$ cat src/rtl/axi_perf_pkg.sv
package axi_perf_pkg;

  // 2x for double data rate, 100x for percent
  localparam int unsigned PCT_SCALE = 200;

  typedef enum logic [0:0] {
    DIV_IDLE = 1'b0,
    DIV_BUSY = 1'b1
  } div_state_e;

endpackage

$ cat src/rtl/perf_sat_cnt.sv
module perf_sat_cnt #(
  parameter int unsigned W = 32
) (
  input  logic         clk_i,
  input  logic         rst_ni,
  input  logic         clr_i,
  input  logic         inc_i,
  output logic [W-1:0] cnt_o
);

  localparam logic [W-1:0] MAX = '1;

  logic [W-1:0] cnt_q;

  always_ff @(posedge clk_i or negedge rst_ni) begin
    if (!rst_ni)                     cnt_q <= '0;
    else if (clr_i)                  cnt_q <= '0;
    else if (inc_i && cnt_q != MAX)  cnt_q <= cnt_q + 1'b1;
  end

  assign cnt_o = cnt_q;

  assert_sat_hold_R9: assert property (@(posedge clk_i) disable iff (!rst_ni)
    (cnt_q == MAX && !clr_i) |=> cnt_q == MAX);

  assert_no_wrap_R9: assert property (@(posedge clk_i) disable iff (!rst_ni)
    !clr_i |=> cnt_q >= $past(cnt_q));

endmodule

$ cat src/rtl/perf_ts_fifo.sv
module perf_ts_fifo #(
  parameter int unsigned DEPTH = 8,
  parameter int unsigned W     = 16
) (
  input  logic         clk_i,
  input  logic         rst_ni,
  input  logic         clr_i,
  input  logic         push_i,
  input  logic [W-1:0] data_i,
  input  logic         pop_i,
  output logic         empty_o,
  output logic         full_o,
  output logic [W-1:0] head_o
);

  localparam int unsigned PTR_W = (DEPTH > 1) ? $clog2(DEPTH) : 1;
  localparam logic [PTR_W-1:0] LAST = PTR_W'(DEPTH - 1);
  localparam logic [PTR_W:0]   FULL_CNT = (PTR_W+1)'(DEPTH);

  logic [W-1:0]     mem_q [DEPTH];
  logic [PTR_W-1:0] wr_ptr_q, rd_ptr_q;
  logic [PTR_W:0]   cnt_q;
  logic             do_push, do_pop;

  assign empty_o = (cnt_q == '0);
  assign full_o  = (cnt_q == FULL_CNT);
  assign do_push = push_i && !full_o;
  assign do_pop  = pop_i && !empty_o;
  assign head_o  = mem_q[rd_ptr_q];

  always_ff @(posedge clk_i) begin
    if (do_push) mem_q[wr_ptr_q] <= data_i;
  end

  always_ff @(posedge clk_i or negedge rst_ni) begin
    if (!rst_ni) begin
      wr_ptr_q <= '0;
      rd_ptr_q <= '0;
      cnt_q    <= '0;
    end else if (clr_i) begin
      wr_ptr_q <= '0;
      rd_ptr_q <= '0;
      cnt_q    <= '0;
    end else begin
      if (do_push) wr_ptr_q <= (wr_ptr_q == LAST) ? '0 : wr_ptr_q + 1'b1;
      if (do_pop)  rd_ptr_q <= (rd_ptr_q == LAST) ? '0 : rd_ptr_q + 1'b1;
      case ({do_push, do_pop})
        2'b10:   cnt_q <= cnt_q + 1'b1;
        2'b01:   cnt_q <= cnt_q - 1'b1;
        default: cnt_q <= cnt_q;
      endcase
    end
  end

  assert_no_overflow_R7: assert property (@(posedge clk_i) disable iff (!rst_ni)
    full_o |-> !push_i);

  assert_no_underflow_R5: assert property (@(posedge clk_i) disable iff (!rst_ni)
    empty_o |-> !pop_i);

endmodule

$ cat src/rtl/perf_div.sv
module perf_div import axi_perf_pkg::*; #(
  parameter int unsigned NUM_W = 48,
  parameter int unsigned DEN_W = 42
) (
  input  logic             clk_i,
  input  logic             rst_ni,
  input  logic             clr_i,
  input  logic             start_i,
  input  logic [NUM_W-1:0] num_i,
  input  logic [DEN_W-1:0] den_i,
  output logic             busy_o,
  output logic             done_o,
  output logic [NUM_W-1:0] quot_o
);

  localparam int unsigned STEP_W = $clog2(NUM_W + 1);

  div_state_e        state_q;
  logic [NUM_W-1:0]  num_q;
  logic [DEN_W-1:0]  den_q;
  logic [DEN_W-1:0]  rem_q;
  logic [STEP_W-1:0] step_q;
  logic              done_q;
  logic [DEN_W:0]    rem_sh;
  logic [DEN_W:0]    rem_sub;
  logic              q_bit;

  // restoring division, one quotient bit per cycle, quotient shifts into num_q
  always_comb begin
    rem_sh  = {rem_q, num_q[NUM_W-1]};
    q_bit   = (rem_sh >= {1'b0, den_q});
    rem_sub = q_bit ? (rem_sh - {1'b0, den_q}) : rem_sh;
  end

  always_ff @(posedge clk_i or negedge rst_ni) begin
    if (!rst_ni) begin
      state_q <= DIV_IDLE;
      num_q   <= '0;
      den_q   <= '0;
      rem_q   <= '0;
      step_q  <= '0;
      done_q  <= 1'b0;
    end else if (clr_i) begin
      state_q <= DIV_IDLE;
      step_q  <= '0;
      done_q  <= 1'b0;
    end else begin
      done_q <= 1'b0;
      case (state_q)
        DIV_IDLE: if (start_i) begin
          num_q   <= num_i;
          den_q   <= den_i;
          rem_q   <= '0;
          step_q  <= STEP_W'(NUM_W);
          state_q <= DIV_BUSY;
        end
        DIV_BUSY: begin
          num_q  <= {num_q[NUM_W-2:0], q_bit};
          rem_q  <= rem_sub[DEN_W-1:0];
          step_q <= step_q - 1'b1;
          if (step_q == STEP_W'(1)) begin
            state_q <= DIV_IDLE;
            done_q  <= 1'b1;
          end
        end
        default: state_q <= DIV_IDLE;
      endcase
    end
  end

  assign busy_o = (state_q == DIV_BUSY);
  assign done_o = done_q;
  assign quot_o = num_q;

  assert_done_idle_R4: assert property (@(posedge clk_i) disable iff (!rst_ni)
    done_o |-> !busy_o);

  assert_start_takes_R4: assert property (@(posedge clk_i) disable iff (!rst_ni)
    (start_i && !busy_o && !clr_i) |=> busy_o);

endmodule

$ cat src/rtl/perf_lat_track.sv
module perf_lat_track #(
  parameter int unsigned LAT_W = 16,
  parameter int unsigned DEPTH = 8
) (
  input  logic             clk_i,
  input  logic             rst_ni,
  input  logic             clr_i,
  input  logic             en_i,
  input  logic             ar_hs_i,
  input  logic             r_valid_i,
  input  logic             r_hs_i,
  output logic [LAT_W-1:0] min_lat_o
);

  localparam logic [LAT_W-1:0] ONES = '1;

  logic [LAT_W-1:0] ts_q;
  logic [LAT_W-1:0] head_ts;
  logic [LAT_W-1:0] lat;
  logic [LAT_W-1:0] min_q;
  logic [LAT_W-1:0] skip_q;
  logic             head_seen_q;
  logic             empty, full;
  logic             push, pop, skip_inc, skip_dec, measure;

  // untracked requests block pushes until drained, keeping order intact
  assign push     = ar_hs_i && !full && (skip_q == '0);
  assign skip_inc = ar_hs_i && !push;
  assign pop      = r_hs_i && !empty;
  assign skip_dec = r_hs_i && empty && (skip_q != '0);
  assign measure  = r_valid_i && !empty && !head_seen_q;
  assign lat      = ts_q - head_ts;

  perf_ts_fifo #(
    .DEPTH (DEPTH),
    .W     (LAT_W)
  ) u_fifo (
    .clk_i   (clk_i),
    .rst_ni  (rst_ni),
    .clr_i   (clr_i),
    .push_i  (push),
    .data_i  (ts_q),
    .pop_i   (pop),
    .empty_o (empty),
    .full_o  (full),
    .head_o  (head_ts)
  );

  always_ff @(posedge clk_i or negedge rst_ni) begin
    if (!rst_ni) ts_q <= '0;
    else         ts_q <= ts_q + 1'b1;
  end

  always_ff @(posedge clk_i or negedge rst_ni) begin
    if (!rst_ni) begin
      skip_q      <= '0;
      head_seen_q <= 1'b0;
      min_q       <= ONES;
    end else if (clr_i) begin
      skip_q      <= '0;
      head_seen_q <= 1'b0;
      min_q       <= ONES;
    end else begin
      if (skip_inc && !skip_dec && skip_q != ONES) skip_q <= skip_q + 1'b1;
      else if (skip_dec && !skip_inc)              skip_q <= skip_q - 1'b1;

      if (pop)          head_seen_q <= 1'b0;
      else if (measure) head_seen_q <= 1'b1;

      if (measure && en_i && lat < min_q) min_q <= lat;
    end
  end

  assign min_lat_o = min_q;

  assert_min_monotone_R6: assert property (@(posedge clk_i) disable iff (!rst_ni)
    !clr_i |=> min_q <= $past(min_q));

  assert_min_frozen_R10: assert property (@(posedge clk_i) disable iff (!rst_ni)
    (!en_i && !clr_i) |=> $stable(min_q));

endmodule

$ cat src/rtl/axi_perf_mon.sv
module axi_perf_mon import axi_perf_pkg::*; #(
  parameter int unsigned CNT_W      = 32,
  parameter int unsigned LAT_W      = 16,
  parameter int unsigned EFF_W      = 8,
  parameter int unsigned FIFO_DEPTH = 8,
  parameter int unsigned CORE_MHZ   = 250,
  parameter int unsigned MEM_MHZ    = 1000
) (
  input  logic             clk_i,
  input  logic             rst_ni,
  input  logic             clear_i,
  input  logic             run_i,
  input  logic             ar_valid_i,
  input  logic             ar_ready_i,
  input  logic             w_valid_i,
  input  logic             w_ready_i,
  input  logic             r_valid_i,
  input  logic             r_ready_i,
  output logic [CNT_W-1:0] wr_beats_o,
  output logic [CNT_W-1:0] rd_beats_o,
  output logic [CNT_W-1:0] cycles_o,
  output logic [EFF_W-1:0] eff_pct_o,
  output logic [LAT_W-1:0] min_lat_o
);

  localparam int unsigned SCALE   = PCT_SCALE * CORE_MHZ;
  localparam int unsigned SCALE_W = $clog2(SCALE + 1);
  localparam int unsigned NUM_W   = CNT_W + 1 + SCALE_W;
  localparam int unsigned DEN_W   = CNT_W + $clog2(MEM_MHZ + 1);
  localparam int unsigned N_CNT   = 3;
  localparam int unsigned IDX_WR  = 0;
  localparam int unsigned IDX_RD  = 1;
  localparam int unsigned IDX_CY  = 2;
  localparam logic [NUM_W-1:0] EFF_CAP = NUM_W'({EFF_W{1'b1}});

  logic             win_q;
  logic             trigger;
  logic [N_CNT-1:0] inc;
  logic [CNT_W-1:0] cnt [N_CNT];

  logic [CNT_W:0]   beat_sum;
  logic [NUM_W-1:0] div_num;
  logic [DEN_W-1:0] div_den;
  logic             div_start, div_busy, div_done;
  logic [NUM_W-1:0] div_quot;
  logic             zero_q;
  logic [EFF_W-1:0] eff_q;

  // ---------------- measurement window ----------------
  assign trigger = run_i && (ar_valid_i || w_valid_i);

  always_ff @(posedge clk_i or negedge rst_ni) begin
    if (!rst_ni)      win_q <= 1'b0;
    else if (clear_i) win_q <= 1'b0;
    else if (trigger) win_q <= 1'b1;
  end

  // ---------------- beat and cycle counters ----------------
  assign inc[IDX_WR] = run_i && w_valid_i && w_ready_i;
  assign inc[IDX_RD] = run_i && r_valid_i && r_ready_i;
  assign inc[IDX_CY] = run_i && (win_q || trigger);

  for (genvar g = 0; g < N_CNT; g++) begin : g_cnt
    perf_sat_cnt #(
      .W (CNT_W)
    ) u_cnt (
      .clk_i  (clk_i),
      .rst_ni (rst_ni),
      .clr_i  (clear_i),
      .inc_i  (inc[g]),
      .cnt_o  (cnt[g])
    );
  end

  assign wr_beats_o = cnt[IDX_WR];
  assign rd_beats_o = cnt[IDX_RD];
  assign cycles_o   = cnt[IDX_CY];

  // ---------------- efficiency: multiply first, divide once ----------------
  assign beat_sum  = {1'b0, cnt[IDX_WR]} + {1'b0, cnt[IDX_RD]};
  assign div_num   = NUM_W'(beat_sum) * NUM_W'(SCALE);
  assign div_den   = DEN_W'(cnt[IDX_CY]) * DEN_W'(MEM_MHZ);
  assign div_start = !div_busy && !clear_i;

  perf_div #(
    .NUM_W (NUM_W),
    .DEN_W (DEN_W)
  ) u_div (
    .clk_i   (clk_i),
    .rst_ni  (rst_ni),
    .clr_i   (clear_i),
    .start_i (div_start),
    .num_i   (div_num),
    .den_i   (div_den),
    .busy_o  (div_busy),
    .done_o  (div_done),
    .quot_o  (div_quot)
  );

  always_ff @(posedge clk_i or negedge rst_ni) begin
    if (!rst_ni) begin
      zero_q <= 1'b1;
      eff_q  <= '0;
    end else if (clear_i) begin
      zero_q <= 1'b1;
      eff_q  <= '0;
    end else begin
      if (div_start) zero_q <= (cnt[IDX_CY] == '0);
      if (div_done) begin
        if (zero_q)                 eff_q <= '0;
        else if (div_quot > EFF_CAP) eff_q <= '1;
        else                        eff_q <= div_quot[EFF_W-1:0];
      end
    end
  end

  assign eff_pct_o = eff_q;

  // ---------------- read latency ----------------
  perf_lat_track #(
    .LAT_W (LAT_W),
    .DEPTH (FIFO_DEPTH)
  ) u_lat (
    .clk_i     (clk_i),
    .rst_ni    (rst_ni),
    .clr_i     (clear_i),
    .en_i      (run_i),
    .ar_hs_i   (ar_valid_i && ar_ready_i),
    .r_valid_i (r_valid_i),
    .r_hs_i    (r_valid_i && r_ready_i),
    .min_lat_o (min_lat_o)
  );

  // ---------------- checks ----------------
  assert_wr_in_window_R1: assert property (@(posedge clk_i) disable iff (!rst_ni)
    wr_beats_o <= cycles_o);

  assert_closed_window_R3: assert property (@(posedge clk_i) disable iff (!rst_ni)
    (!win_q && !trigger && !clear_i) |=> cycles_o == '0);

  assert_idle_eff_R4: assert property (@(posedge clk_i) disable iff (!rst_ni)
    cycles_o == '0 |-> eff_pct_o == '0);

  assert_clear_all_R8: assert property (@(posedge clk_i) disable iff (!rst_ni)
    clear_i |=> (wr_beats_o == '0 && rd_beats_o == '0 && cycles_o == '0 &&
                 eff_pct_o == '0 && min_lat_o == '1));

  assert_paused_R10: assert property (@(posedge clk_i) disable iff (!rst_ni)
    (!run_i && !clear_i) |=> ($stable(wr_beats_o) && $stable(rd_beats_o) && $stable(cycles_o)));

endmodule

$ cat config.mk
export PLATFORM = sky130hd
export DESIGN_NAME = axi_perf_mon
export DESIGN_NICKNAME = d
export VERILOG_FILES = /design/src/rtl/axi_perf_pkg.sv /design/src/rtl/perf_sat_cnt.sv /design/src/rtl/perf_ts_fifo.sv /design/src/rtl/perf_div.sv /design/src/rtl/perf_lat_track.sv /design/src/rtl/axi_perf_mon.sv
export SDC_FILE = /design/constraint.sdc
export NUM_CORES = 2
export LEC_CHECK = 0
export BUFFER_PORTS_ARGS = -buffer_cell sky130_fd_sc_hd__buf_2
export CAP_MARGIN = 20
export CORE_MARGIN = 2
export CORE_UTILIZATION = 60
export DETAILED_ROUTE_END_ITERATION = 16
export PLACE_DENSITY = 0.84
export SYNTH_ARGS = -nofsm -noshare
export SYNTH_HDL_FRONTEND = slang
export SYNTH_HIERARCHICAL = 1
export SYNTH_SLANG_ARGS = --single-unit
$ cat constraint.sdc
create_clock -name clk_i -period 19.73 [get_ports clk_i]
set_input_delay 1.973 -clock clk_i [delete_from_list [all_inputs] [get_ports clk_i]]
set_output_delay 1.973 -clock clk_i [all_outputs]
set_load 0.02 [all_outputs]
# Word-level counts from Yosys, hierarchy flattened
# Memory sizes are Yosys's and may differ from the RTL's.
# Cells that the tools add are included.
dict set report classes {
  n_lt_le_gt_ge 3
  bitwise_logic 2
  mul 2
  eq_ne 12
  add_sub_neg 14
  n_reduce_logical 55
  muxes 47
}
# cell n
set ops {}
lappend ops {{two-way mux 32 bit} 6}
lappend ops {{case mux 49 bit (2 select lines)} 1}
lappend ops {{adder 32 x 1 -> 32 bit (second input constant)} 3}
lappend ops {{!= test 32 bit (second input constant)} 3}
lappend ops {{two-way mux 42 bit} 2}
lappend ops {{case mux 42 bit (2 select lines)} 1}
lappend ops {{two-way mux 16 bit} 5}
lappend ops {{> comparator 49 x 8 -> 1 bit (second input constant)} 1}
lappend ops {{two-way mux 49 bit} 1}
lappend ops {{multiplier 33 x 12 -> 45 bit (second input constant)} 1}
lappend ops {{>= comparator 43 x 42 -> 1 bit} 1}
lappend ops {{subtractor 42 bit} 1}
lappend ops {{multiplier 32 x 7 -> 39 bit (second input constant)} 1}
lappend ops {{adder 32 x 32 -> 33 bit} 1}
lappend ops {{adder 16 x 1 -> 16 bit (second input constant)} 2}
lappend ops {{zero test 32 bit} 1}
lappend ops {{two-way mux 8 bit} 4}
lappend ops {{logical AND 1 bit} 27}
lappend ops {{two-way mux 3 bit} 6}
lappend ops {{nonzero test 2 bit} 9}
lappend ops {{zero test 16 bit} 1}
lappend ops {{less-than comparator 16 bit} 1}
lappend ops {{!= test 16 bit (second input constant)} 1}
lappend ops {{nonzero test 16 bit} 1}
lappend ops {{other kinds (26)} 54}
dict set report word_totals {
  mem_bits_rw 128
  output_inout_bits 120
  regBits 303
  word_cells 155
  mem_count 1
}
# name words width read_ports rd_clocked_by_memory_dff write_ports line
set memory_table {}
lappend memory_table {u_lat.u_fifo.mem_q 8 16 1 0 1 perf_ts_fifo.sv:20} ;# logic [W-1:0] mem_q [DEPTH];

# Logic depth before layout (Yosys ltp)
dict set report logic_depth {
  ltp_word 11
  depth_mapped 35
  ltp_nobuf 35
}

# Hierarchy
# Netlist, hierarchy kept.
# mod cells_each n_inst area_each_um2
set modules_own_cells {}
lappend modules_own_cells {axi_perf_mon 1651 1 14742.9}
lappend modules_own_cells {perf_div 970 1 8501.9}
lappend modules_own_cells {perf_ts_fifo 272 1 5587.9}
lappend modules_own_cells {perf_sat_cnt 198 3 1854.3}
lappend modules_own_cells {perf_lat_track 417 1 3852.4}

# Worst setup path before layout
# Ideal clock, no wire load.
dict set report synth_timing {
  path_type {reg-to-reg}
  from {register g_cnt[1].u_cnt.cnt_q[0]}
  to {register u_div.num_q[48], in the netlist u_div/quot_o[48]}
  synth_period_minus_slack_ns 7.202
  n_path_buf 1
  required_ns 19.595
  stages_incl_launch_ff 33
  setup_time_ns 0.135
  slack_ns 12.528
  arrival_time_ns 7.067
  path_cell_list {dfrtp_1 ha_1 inv_1 fa_1 nor2b_1 o21ai_1 a21oi_1 o211a_1 o41ai_4 o21ai_0 xor2_1 ha_1 xnor2_1 fa_1 inv_1 fa_1 inv_1 fa_1 inv_1 ha_1 clkbuf_1 a21oi_1 o21ai_1 a21oi_1 o211ai_1 o21ai_2 nor3_2 a2111oi_4 o31ai_2 a2111oi_2 a211oi_2 mux2i_1 o21ai_0}
}
dict set report synth_via {
  elab_chain_len 4
}
# item line
set synth_rtl {}
lappend synth_rtl {{start, declared} perf_sat_cnt.sv:13} ;# logic [W-1:0] cnt_q;
lappend synth_rtl {{start signal, assigned} perf_sat_cnt.sv:18} ;# else if (inc_i && cnt_q != MAX) cnt_q <= cnt_q + 1'b1;
lappend synth_rtl {{adder 32 x 32 -> 33 bit} axi_perf_mon.sv:80} ;# assign beat_sum = {1'b0, cnt[IDX_WR]} + {1'b0, cnt[IDX_RD]};
lappend synth_rtl {{multiplier 33 x 12 -> 45 bit} axi_perf_mon.sv:81} ;# assign div_num = NUM_W'(beat_sum) * NUM_W'(SCALE);
lappend synth_rtl {{named net div_num[48]} axi_perf_mon.sv:42} ;# logic [NUM_W-1:0] div_num;
lappend synth_rtl {{two-way mux 49 bit} perf_div.sv:50} ;# DIV_IDLE: if (start_i) begin
lappend synth_rtl {{case mux 49 bit (2 select lines)} perf_div.sv:49} ;# case (state_q)
lappend synth_rtl {{end signal, assigned} perf_div.sv:51} ;# num_q <= num_i;
lappend synth_rtl {{end signal, assigned} perf_div.sv:58} ;# num_q <= {num_q[NUM_W-2:0], q_bit};
lappend synth_rtl {{end, declared} perf_div.sv:19} ;# logic [NUM_W-1:0] num_q;
# The timed path passes the listed nets, and every way through them passes these cells. The select of a mux whose other input is x is not followed.
# A chain may end at the register's enable or synchronous reset.

# Final worst setup path
dict set report layout_timing {
  from {register g_cnt[0].u_cnt.cnt_q[0]}
  to {register u_div.num_q[46], in the netlist u_div/quot_o[46]}
}
dict set report layout_via {
  elab_chain_len 4
}
# item line
set layout_rtl {}
lappend layout_rtl {{start, declared} perf_sat_cnt.sv:13}
lappend layout_rtl {{start signal, assigned} perf_sat_cnt.sv:18}
lappend layout_rtl {{adder 32 x 32 -> 33 bit} axi_perf_mon.sv:80}
lappend layout_rtl {{multiplier 33 x 12 -> 45 bit} axi_perf_mon.sv:81}
lappend layout_rtl {{named net div_num[46]} axi_perf_mon.sv:42}
lappend layout_rtl {{two-way mux 49 bit} perf_div.sv:50}
lappend layout_rtl {{case mux 49 bit (2 select lines)} perf_div.sv:49}
# The timed path passes the listed nets, and every way through them passes these cells. The select of a mux whose other input is x is not followed.

==> results.json <==
{
  "grt_use_met2": 0.4553,
  "p_leak_nw": 20.41,
  "grt_use_met1": 0.3595,
  "fin_cells": 4872,
  "setup_ws_ns": 11.71,
  "via_per_inst": 5.959,
  "async_reset_ff_frac": 0.7051,
  "max-slew-margin-rel": 0.2596,
  "drt_iter0_markers": 2201,
  "cts_buffers": 49,
  "worstPathRequired_ns": 20.25,
  "ys_types": 117,
  "cts-root-buf": "clkbuf_16",
  "period_share": 0.4065,
  "path_clk_slew_ns": 0.07,
  "grt_busiest_layer": "met2",
  "place_congestion": 0.9636,
  "cts_buffer_depth": 3,
  "antenna_found_initial": 4,
  "startpoint_type": "flip-flop",
  "dieArea_um2": 65780,
  "place_ws_ns": 11.87,
  "grt_pass1_vias": 29250,
  "grt_pass1_wl_um": 147900,
  "cts_sinks": 434,
  "ctsResizeCount": 0,
  "syn_area_per_cell_um2": 9.797,
  "die_h_um": 256.5,
  "io_pins": 130,
  "syn_inst": 3904,
  "wirelength_um": 89070,
  "synth_seq_cells": 434,
  "area_delta_synth_final_pct": 8.103,
  "synthFlopType": "dfrtp_1",
  "max_stage_delay_ns": 0.55,
  "first_pass_iters": 6,
  "drive_gt1_frac": 0.1088,
  "ctsHoldBuffers": 0,
  "drv_cap": 0,
  "post_cts_buffers": 0,
  "die_w_um": 256.5,
  "setup-tns-final_ns": 0,
  "min_path_type": "reg -> reg",
  "outcome": "finished, final reports clean",
  "peakVddDrop_v": 0.00006995,
  "drv_slew": 0,
  "nFillCells": 4898,
  "final_antenna_net_count": 0,
  "crit_fanout": 6,
  "synth_area_um2": 38250,
  "io_buffers": 129,
  "end_kind": "flip-flop",
  "yosysWarnings": 6,
  "total_power_w": 0.002969,
  "grt_use_met3": 0.04172,
  "clk_latency_ns": 0.63,
  "finalHoldViolCount": 0,
  "cts_tree": "built",
  "start_util": 0.6063,
  "place_inst": 4779,
  "max_freq_ghz": 0.1247,
  "vias": 29030,
  "rsz0062_at_grt": "no",
  "tightest_slew_ns": 1.107,
  "finalSetupViolations": 0,
  "synth_edf_count": 128,
  "crit_type": "reg -> reg",
  "coreArea_um2": 63080,
  "grt.total_usage": 0.2735,
  "grt_overflow": 0,
  "wl_per_cell_um": 18.28,
  "rows": 92,
  "crit_slowest_cell": "fa_1",
  "clock_skew_ns": 0.04882,
  "drc": 0,
  "hpwl_um": 65770,
  "ys_seq_area_frac": 0.3013,
  "fin_crit_ns": 8.021,
  "powerDensity_nw_per_um2": 71.81,
  "critical_path_arrival_ns": 8.54,
  "final_nets": 4627,
  "utilization": 0.6555,
  "h-tree-depth": 2,
  "grt_max_degree": 127
}
==> layout make-up <==
type	instances	area, um2	area share
multi-input cells	2887	24420	0.5907
diodes	1	2.502	0.00006052
inverters	462	1734	0.04194
flip-flops and latches	434	11530	0.2788
repair buffers	152	839.6	0.02031
clock buffers	59	1338	0.03235
clock inverters	31	422.9	0.01023
well taps	846	1059	0.02560
==> per-layer routing <==
metal  vias up  routed length [um]
li1      13790                   -
met1     14210               37890
met2       811               42470
met3       218                5040
met4         6                3566
met5         -                 100
==> cells in the final DEF, fill, tap and decap left out, drive strengths merged, types with 11 or more instances in the layout <==
cell    count
nand3      75
nand4      60
or2        11
mux2       37
and2       27
nor3       39
and3       46
edfxtp    128
o21ai     259
nor4       43
xnor2     143
fa        224
nand2b     31
clkbuf     59
a211oi     39
o21bai     18
nand2     305
ha        407
a31oi      31
o22a       15
inv       466
dfstp      17
a22oi      11
o31ai      29
mux2i      89
dfrtp     289
a21o       95
clkinv     15
xor2       97
nor2      244
nor2b      45
o211ai     14
o21a       21
mux4       32
a21oi     230
or3        23
buf       152
==> Yosys cell counts (85+ instances only) <==
master      n  share of area
clkbuf_1   85         0.0083
xnor2_1   143          0.033
a21oi_1   227          0.030
xor2_1     97          0.022
dfrtp_1   289           0.19
nand2_1   304          0.030
inv_1     461          0.045
edfxtp_1  128           0.10
ha_1      407           0.13
a21o_1     93          0.018
o21ai_0   231          0.030
mux2i_1    89          0.023
fa_1      224           0.12
nor2_1    243          0.024
==> cell families after synthesis <==
family          share of synthesized area
compound gates                     0.1467
xor+xnor                          0.05496
fa+ha+maj                          0.2504
buf+inv                           0.06179
flops                              0.3013
mux                               0.05342
other cells                    0.00009804
simple gates                       0.1314
==> per-stage QoR <==
stage / hold slack (ns) / cell area, um2
3_3_place_gp: 0.4887 / 39560
4_1_cts: 0.5101 / 41320
2_1_floorplan: 0.4385 / 38270
5_1_grt: 0.5316 / 41350
6_report: 0.5048 / 41350
3_5_place_dp: 0.4973 / 39560
==> path summary, 6_finish.rpt <==
path	start	to	slack [ns]	depth (start not counted)
worst max-delay path	g_cnt[0].u_cnt/cnt_o[0]$_DFFE_PN0P_	u_div/quot_o[46]$_DFFE_PN0P_	11.71	33
worst min-delay path	u_div/quot_o[31]$_DFFE_PN0P_	u_div/quot_o[31]$_DFFE_PN0P_	0.50	2
worst max register to register	g_cnt[0].u_cnt/cnt_o[0]$_DFFE_PN0P_	u_div/quot_o[46]$_DFFE_PN0P_	11.71	33
worst min register to register	u_div/quot_o[31]$_DFFE_PN0P_	u_div/quot_o[31]$_DFFE_PN0P_	0.50	2
max in group asynchronous	rst_ni	g_cnt[1].u_cnt/cnt_o[22]$_DFFE_PN0P_	15.19	4
min in group asynchronous	rst_ni	g_cnt[0].u_cnt/cnt_o[30]$_DFFE_PN0P_	1.41	1
==> power breakdown <==
group | switching [W] | internal, W
combinational | 0.000560 | 0.000387
clock | 0.000408 | 0.000582
sequential | 0.0000530 | 0.000979
==> flip-flops by register name, summed over array words and instances (netlist names) <==
name and count:
u_div/done_o 1, eff_pct_o 8, u_div/step_q 6, u_lat/ts_q 16, u_div/quot_o 49, zero_q 1, u_lat/min_lat_o 16, win_q 1
u_lat/u_fifo/cnt_q 4, u_lat/u_fifo/rd_ptr_q 3, u_div/rem_q 42, u_div/den_q 42, u_lat/u_fifo/mem_q 128, u_lat/head_seen_q 1, u_lat/skip_q 16, g_cnt.u_cnt/cnt_o 96
u_lat/u_fifo/wr_ptr_q 3, u_div/busy_o 1
==> critical path, delay by kind of cell, from the launching register on <==
| family | cells | cell delay [ns] |
|---|---|---|
| flops | 1 | 0.44 |
| mux | 1 | 0.08 |
| fa+ha+maj | 8 | 3.18 |
| simple gates | 6 | 0.88 |
| xor+xnor | 2 | 0.59 |
| buf+inv | 3 | 0.16 |
| compound gates | 13 | 2.58 |
Power figures use the tool's default switching activity.
